File: config.mk
export PLATFORM = sky130hd
export DESIGN_NAME = codec_pwrup_seq
export DESIGN_NICKNAME = d
export VERILOG_FILES = /design/src/rtl/codec_seq_pkg.sv /design/src/rtl/seq_down_counter.sv /design/src/rtl/seq_write_table.sv /design/src/rtl/codec_pwrup_seq.sv
export SDC_FILE = /design/constraint.sdc
export NUM_CORES = 1
export LEC_CHECK = 0
export BUFFER_PORTS_ARGS = -buffer_cell sky130_fd_sc_hd__buf_2
export CORE_UTILIZATION = 57
export CTS_CLUSTER_DIAMETER = 30
export CTS_CLUSTER_SIZE = 12
export DETAILED_ROUTE_END_ITERATION = 8
export HOLD_SLACK_MARGIN = 0.06
export PLACE_DENSITY = 0.79
export SETUP_SLACK_MARGIN = 0.05
export SLEW_MARGIN = 20
export SYNTH_ARGS = -nofsm -noshare
export SYNTH_HDL_FRONTEND = slang
export SYNTH_HIERARCHICAL = 1
export SYNTH_SLANG_ARGS = --single-unit
File: constraint.sdc
create_clock -name clk -period 2.5 [get_ports clk]
set_clock_uncertainty 0.15 [all_clocks]
set_input_delay 0.75 -clock clk [delete_from_list [all_inputs] [get_ports clk]]
set_output_delay 0.75 -clock clk [all_outputs]
set_load 0.05 [all_outputs]
File: src/rtl/codec_seq_pkg.sv
`timescale 1ns/1ps
package codec_seq_pkg;

    typedef enum logic [2:0] {
        S_IDLE,
        S_RST_LOW,
        S_WRITE,
        S_GAP,
        S_LOCK,
        S_READY
    } seq_state_t;

    typedef struct packed {
        logic [7:0] addr;
        logic [7:0] data;
    } reg_wr_t;

    localparam int NUM_WR = 4;

    // Interface format / sample rate, then PLL mode, then reference on, then PLL on.
    localparam reg_wr_t CFG_CLKFMT  = '{addr: 8'h03, data: 8'h02};
    localparam reg_wr_t CFG_PLLMODE = '{addr: 8'h01, data: 8'h83};
    localparam reg_wr_t CFG_VREF_ON = '{addr: 8'h00, data: 8'h01};
    localparam reg_wr_t CFG_PLL_ON  = '{addr: 8'h02, data: 8'h01};

endpackage

File: src/rtl/seq_down_counter.sv
`timescale 1ns/1ps
module seq_down_counter #(
    parameter int W = 8
) (
    input  logic         clk,
    input  logic         rst,
    input  logic         load_i,
    input  logic [W-1:0] load_val_i,
    output logic         zero_o
);
    logic [W-1:0] cnt_q;

    always_ff @(posedge clk) begin
        if (rst) begin
            cnt_q <= '0;
        end else if (load_i) begin
            cnt_q <= load_val_i;
        end else if (cnt_q != '0) begin
            cnt_q <= cnt_q - W'(1);
        end
    end

    assign zero_o = (cnt_q == '0);
endmodule

File: src/rtl/seq_write_table.sv
`timescale 1ns/1ps
module seq_write_table
    import codec_seq_pkg::*;
#(
    parameter int IDX_W = 2
) (
    input  logic [IDX_W-1:0] idx_i,
    output reg_wr_t          entry_o,
    output logic             last_o
);
    always_comb begin
        unique case (idx_i)
            IDX_W'(0): entry_o = CFG_CLKFMT;
            IDX_W'(1): entry_o = CFG_PLLMODE;
            IDX_W'(2): entry_o = CFG_VREF_ON;
            IDX_W'(3): entry_o = CFG_PLL_ON;
            default:   entry_o = CFG_PLL_ON;
        endcase
    end

    assign last_o = (idx_i == IDX_W'(NUM_WR - 1));
endmodule

File: src/rtl/codec_pwrup_seq.sv
`timescale 1ns/1ps
module codec_pwrup_seq
    import codec_seq_pkg::*;
#(
    parameter longint unsigned CLK_FREQ_HZ  = 200_000_000,
    parameter int unsigned     RST_LOW_NS   = 150,
    parameter int unsigned     LOCK_BCLK_US = 2000,
    parameter int unsigned     LOCK_FCLK_US = 160000
) (
    input  logic       clk,
    input  logic       rst,
    input  logic       start_i,
    input  logic       ref_sel_i,
    input  logic       wr_ack_i,
    output logic       pdn_n_o,
    output logic       wr_valid_o,
    output logic [7:0] wr_addr_o,
    output logic [7:0] wr_data_o,
    output logic       busy_o,
    output logic       ready_o
);
    // Cycle counts derived from the clock frequency.
    localparam longint unsigned RST_CYC =
        (64'(RST_LOW_NS) * CLK_FREQ_HZ + 64'd999_999_999) / 64'd1_000_000_000 + 64'd1;
    localparam longint unsigned LOCK_B_RAW = 64'(LOCK_BCLK_US) * CLK_FREQ_HZ / 64'd1_000_000;
    localparam longint unsigned LOCK_F_RAW = 64'(LOCK_FCLK_US) * CLK_FREQ_HZ / 64'd1_000_000;
    localparam longint unsigned LOCK_B_CYC = (LOCK_B_RAW == 0) ? 64'd1 : LOCK_B_RAW;
    localparam longint unsigned LOCK_F_CYC = (LOCK_F_RAW == 0) ? 64'd1 : LOCK_F_RAW;
    localparam longint unsigned LOCK_MAX   = (LOCK_B_CYC > LOCK_F_CYC) ? LOCK_B_CYC : LOCK_F_CYC;
    localparam longint unsigned MAX_CYC    = (LOCK_MAX > RST_CYC) ? LOCK_MAX : RST_CYC;
    localparam int CNT_W = $clog2(MAX_CYC + 1);
    localparam int IDX_W = (NUM_WR > 1) ? $clog2(NUM_WR) : 1;

    localparam logic [CNT_W-1:0] RST_LOAD    = CNT_W'(RST_CYC - 64'd1);
    localparam logic [CNT_W-1:0] LOCK_B_LOAD = CNT_W'(LOCK_B_CYC - 64'd1);
    localparam logic [CNT_W-1:0] LOCK_F_LOAD = CNT_W'(LOCK_F_CYC - 64'd1);

    seq_state_t       state_q, state_d;
    logic [IDX_W-1:0] idx_q;
    logic             ref_q;
    logic             start_ok;
    logic             cnt_load;
    logic [CNT_W-1:0] cnt_val;
    logic             cnt_zero;
    reg_wr_t          entry;
    logic             last_wr;

    assign start_ok = start_i && ((state_q == S_IDLE) || (state_q == S_READY));

    // Shared interval timer for the reset pulse and the lock wait.
    seq_down_counter #(.W(CNT_W)) u_timer (
        .clk        (clk),
        .rst        (rst),
        .load_i     (cnt_load),
        .load_val_i (cnt_val),
        .zero_o     (cnt_zero)
    );

    seq_write_table #(.IDX_W(IDX_W)) u_table (
        .idx_i   (idx_q),
        .entry_o (entry),
        .last_o  (last_wr)
    );

    // Next-state logic.
    always_comb begin
        state_d  = state_q;
        cnt_load = 1'b0;
        cnt_val  = RST_LOAD;
        unique case (state_q)
            S_IDLE, S_READY: begin
                if (start_i) begin
                    state_d  = S_RST_LOW;
                    cnt_load = 1'b1;
                    cnt_val  = RST_LOAD;
                end
            end
            S_RST_LOW: begin
                if (cnt_zero) state_d = S_WRITE;
            end
            S_WRITE: begin
                if (wr_ack_i) begin
                    if (last_wr) begin
                        state_d  = S_LOCK;
                        cnt_load = 1'b1;
                        cnt_val  = ref_q ? LOCK_F_LOAD : LOCK_B_LOAD;
                    end else begin
                        state_d = S_GAP;
                    end
                end
            end
            S_GAP: begin
                state_d = S_WRITE;
            end
            S_LOCK: begin
                if (cnt_zero) state_d = S_READY;
            end
            default: state_d = S_IDLE;
        endcase
    end

    // State register.
    always_ff @(posedge clk) begin
        if (rst) state_q <= S_IDLE;
        else     state_q <= state_d;
    end

    // Write index and the reference choice latched with the start.
    always_ff @(posedge clk) begin
        if (rst) begin
            idx_q <= '0;
            ref_q <= 1'b0;
        end else if (start_ok) begin
            idx_q <= '0;
            ref_q <= ref_sel_i;
        end else if ((state_q == S_WRITE) && wr_ack_i && !last_wr) begin
            idx_q <= idx_q + IDX_W'(1);
        end
    end

    // Moore outputs.
    always_comb begin
        pdn_n_o    = 1'b0;
        wr_valid_o = 1'b0;
        busy_o     = 1'b0;
        ready_o    = 1'b0;
        unique case (state_q)
            S_IDLE:    ;
            S_RST_LOW: busy_o = 1'b1;
            S_WRITE: begin
                pdn_n_o    = 1'b1;
                wr_valid_o = 1'b1;
                busy_o     = 1'b1;
            end
            S_GAP, S_LOCK: begin
                pdn_n_o = 1'b1;
                busy_o  = 1'b1;
            end
            S_READY: begin
                pdn_n_o = 1'b1;
                ready_o = 1'b1;
            end
            default: ;
        endcase
    end

    assign wr_addr_o = entry.addr;
    assign wr_data_o = entry.data;
endmodule

==> results.sh <==
export IMPL_status="completed"
export IMPL_hold_viol=0
export IMPL_clock_sinks=31
export IMPL_die_y_um=60.4
export IMPL_fmax_ghz=0.428
export IMPL_hold_start="ref_q"
export IMPL_grt_pass1_wl_mm=6.04
export IMPL_ys_warn_count=6
export IMPL_fin_nets=265
export IMPL_final_antenna_net_count=0
export IMPL_dp_cells=291
export IMPL_power_density_nw_per_um2=1440
export IMPL_cts_buffers_inserted=5
export IMPL_yosys_top_cells_area="dfxtp_1 32%, xnor2_1 8.1%, buf_4 4.6%"
export IMPL_die_w_um=60.4
export IMPL_drive_above_1_share_pct=19.1
export IMPL_rr_startpoint="u_timer/cnt_q[15]"
export IMPL_cp_max_fo=12
export IMPL_min_period_ns=2.34
export IMPL_slowest_stage="dfxtp_1"
export IMPL_setup_violations=0
export IMPL_dr_pass1_iters=4
export IMPL_post_dp_hpwl_mm=2.67
export IMPL_synth_top_area_cell="dfxtp_1"
export IMPL_cp_required_ns=1.60
export IMPL_drt_iter0_markers=66
export IMPL_leakage_uw=0.000868
export IMPL_gp_congestion=0.797
export IMPL_final_cell_mix="29 x dfxtp_1, 24 x nand2_1, 19 x conb_1, 18 x xnor2_1, 15 x o21ai_0"
export IMPL_fillCellCount=284
export IMPL_final_common_cell="dfxtp_1"
export IMPL_tightestPinTransition_ns=0.529
export IMPL_grt_overflow_total=0
export IMPL_synthCells=227
export IMPL_rows=20
export IMPL_whs_ns=0.357
export IMPL_crit_chain="nor3b_4, buf_2"
export IMPL_grt_antenna_before_repair=0
export IMPL_finalSetupTns_ns=0
export IMPL_min_path_type="flop to flop"
export IMPL_crit_start="state_q[1]"
export IMPL_synth_edf_count=0
export IMPL_final_instance_count_excl_fill=300
export IMPL_cts_tree="done"
export IMPL_vias_per_cell=5.39
export IMPL_syn_area_per_cell_um2=8.56
export IMPL_synth_top_area_share_pct=31.9
export IMPL_grt_pass1_vias=1401
export IMPL_fp_dieArea_um2=3650
export IMPL_crit_type="flop to output pin"
export IMPL_core_area_um2=3150
export IMPL_crit_path_end_kind="output pin"
export IMPL_synthArstFlopShare_pct=0
export IMPL_slowest_delay_ns=0.56
export IMPL_ys_seq_area_share_pct=31.9
export IMPL_rsz0062_at_grt="no"
export IMPL_cts_buffer_depth=2
export IMPL_place_area_um2=2080
export IMPL_finalCritPeriodShare_pct=93.4
export IMPL_initial_utilization_pct=61.6
export IMPL_routed_wl_mm=3.74
export IMPL_area_delta_synth_final_pct=11.3
export IMPL_drcViolationCount=0
export IMPL_maxSlewViolCount=0
export IMPL_design_area_um2=2160
export IMPL_synth_area_um2=1940
export IMPL_vias=1618
export IMPL_cts_root_buffer="clkbuf_4"
export IMPL_path_clk_slew_ns=0.09
export IMPL_max_cap_violations=0
export IMPL_cts_max_level=2
export IMPL_synth_ff_type="dfxtp_1"
export IMPL_ir_worst_vdd_mv=0.761
export IMPL_synth_cell_types=53
export IMPL_antennaDiodeCount=0
export IMPL_start_kind="flop"
export IMPL_crit_arrival_ns=1.44
export IMPL_synth_seq_cells=31
export IMPL_fin_total_pwr_uw=3110
export IMPL_clk_latency_ns=0.33
export IMPL_slew_headroom_pct=64.4
export IMPL_port_buffers=13
export IMPL_grt_max_degree=22
export IMPL_grt_usage_pct=22.6
export IMPL_wire_per_inst_um=12.5
export IMPL_ioPinCount=25
## sequential cells by signal, summed over array words and instances, names as in the netlist
name	flops
ref_q	1
state_q	3
idx_q	2
u_timer/cnt_q	25
## per-stage QoR
step | worst slack (ns) | util, %
after global placement | 0.341 | 65.9
final | 0.165 | 68.6
after detailed placement | 0.295 | 65.9
after CTS | 0.0925 | 68.1
after global routing | 0.0832 | 68.6
after floorplan | 0.122 | -
## cell type report
| cell class | count | area, um^2 | share of cell area (%) |
|---|---|---|---|
| multi-input combinational | 181 | 1220 | 56.6 |
| sequential | 31 | 623 | 28.8 |
| timing repair buffer | 24 | 148 | 6.82 |
| clock buffer | 8 | 68.8 | 3.18 |
| tap | 44 | 55.1 | 2.54 |
| inverter | 12 | 45.0 | 2.08 |
## final timing paths
path / to / slack, ns / depth (start not counted)
worst max register to register: u_timer/cnt_q[24] / 0.28 / 5
worst min-delay path: ref_q / 0.36 / 2
worst max-delay path: wr_valid_o / 0.16 / 2
worst min register to register: ref_q / 0.36 / 2
## synthesized netlist by cell type, types with 2 or more instances
cell	instances
xnor2_1	18
o31ai_1	3
nor4_4	2
a22o_1	5
or3_2	2
nand2_1	24
inv_1	12
nor3_1	7
or4_1	3
a211o_1	2
buf_2	2
nor3b_1	2
buf_4	12
dfxtp_1	31
or3_1	4
nand2b_1	2
ha_1	5
buf_6	2
o21ai_1	4
conb_1	3
nor4_1	6
o21ai_0	15
nand4_1	2
o41ai_1	2
xor2_1	4
a21oi_1	9
clkbuf_1	3
nor2_1	12
o21bai_1	3
mux2i_1	3
## power by group
part           total, uW  switching [uW]  internal, uW
combinational       1860             981           883
sequential           922             242           679
clock                328             162           165
## worst max-delay path, delay by kind of cell, from the launching register on
family / cells / cell delay, ns
buffers and inverters: 1 / 0.29
flip-flops: 1 / 0.56
AND/OR/NAND/NOR: 1 / 0.26
## logic make-up after synthesis
logic type                 Yosys count  synth area share, %
muxes                                4                 2.12
and+or+nand+nor                     81                 25.0
other                                3                0.579
xor gates and xnor gates            23                 11.3
AOI/OAI and AO/OA                   49                 16.5
DFF                                 31                 31.9
buffers and inverters               31                 9.21
adders and majority gates            5                 3.22
## routing by layer
layer  vias up  share of wire (%)  track usage [%]
li1        825                  -                -
met4         0                2.4             13.3
met5         -                  0                0
met1       740                 49             28.6
met2        44                 45             35.0
met3         9                4.2             5.54
## what timing repair did
| item | in CTS | in global routing |
|---|---|---|
| hold buffers | 0 | 0 |
| buffers inserted | 0 | 1 |
| endpoints found under the hold margin | 0 | 0 |
| setup endpoints to repair | 0 | 5 |
| resized for setup | 0 | 3 |
Power figures use the tool's default switching activity.
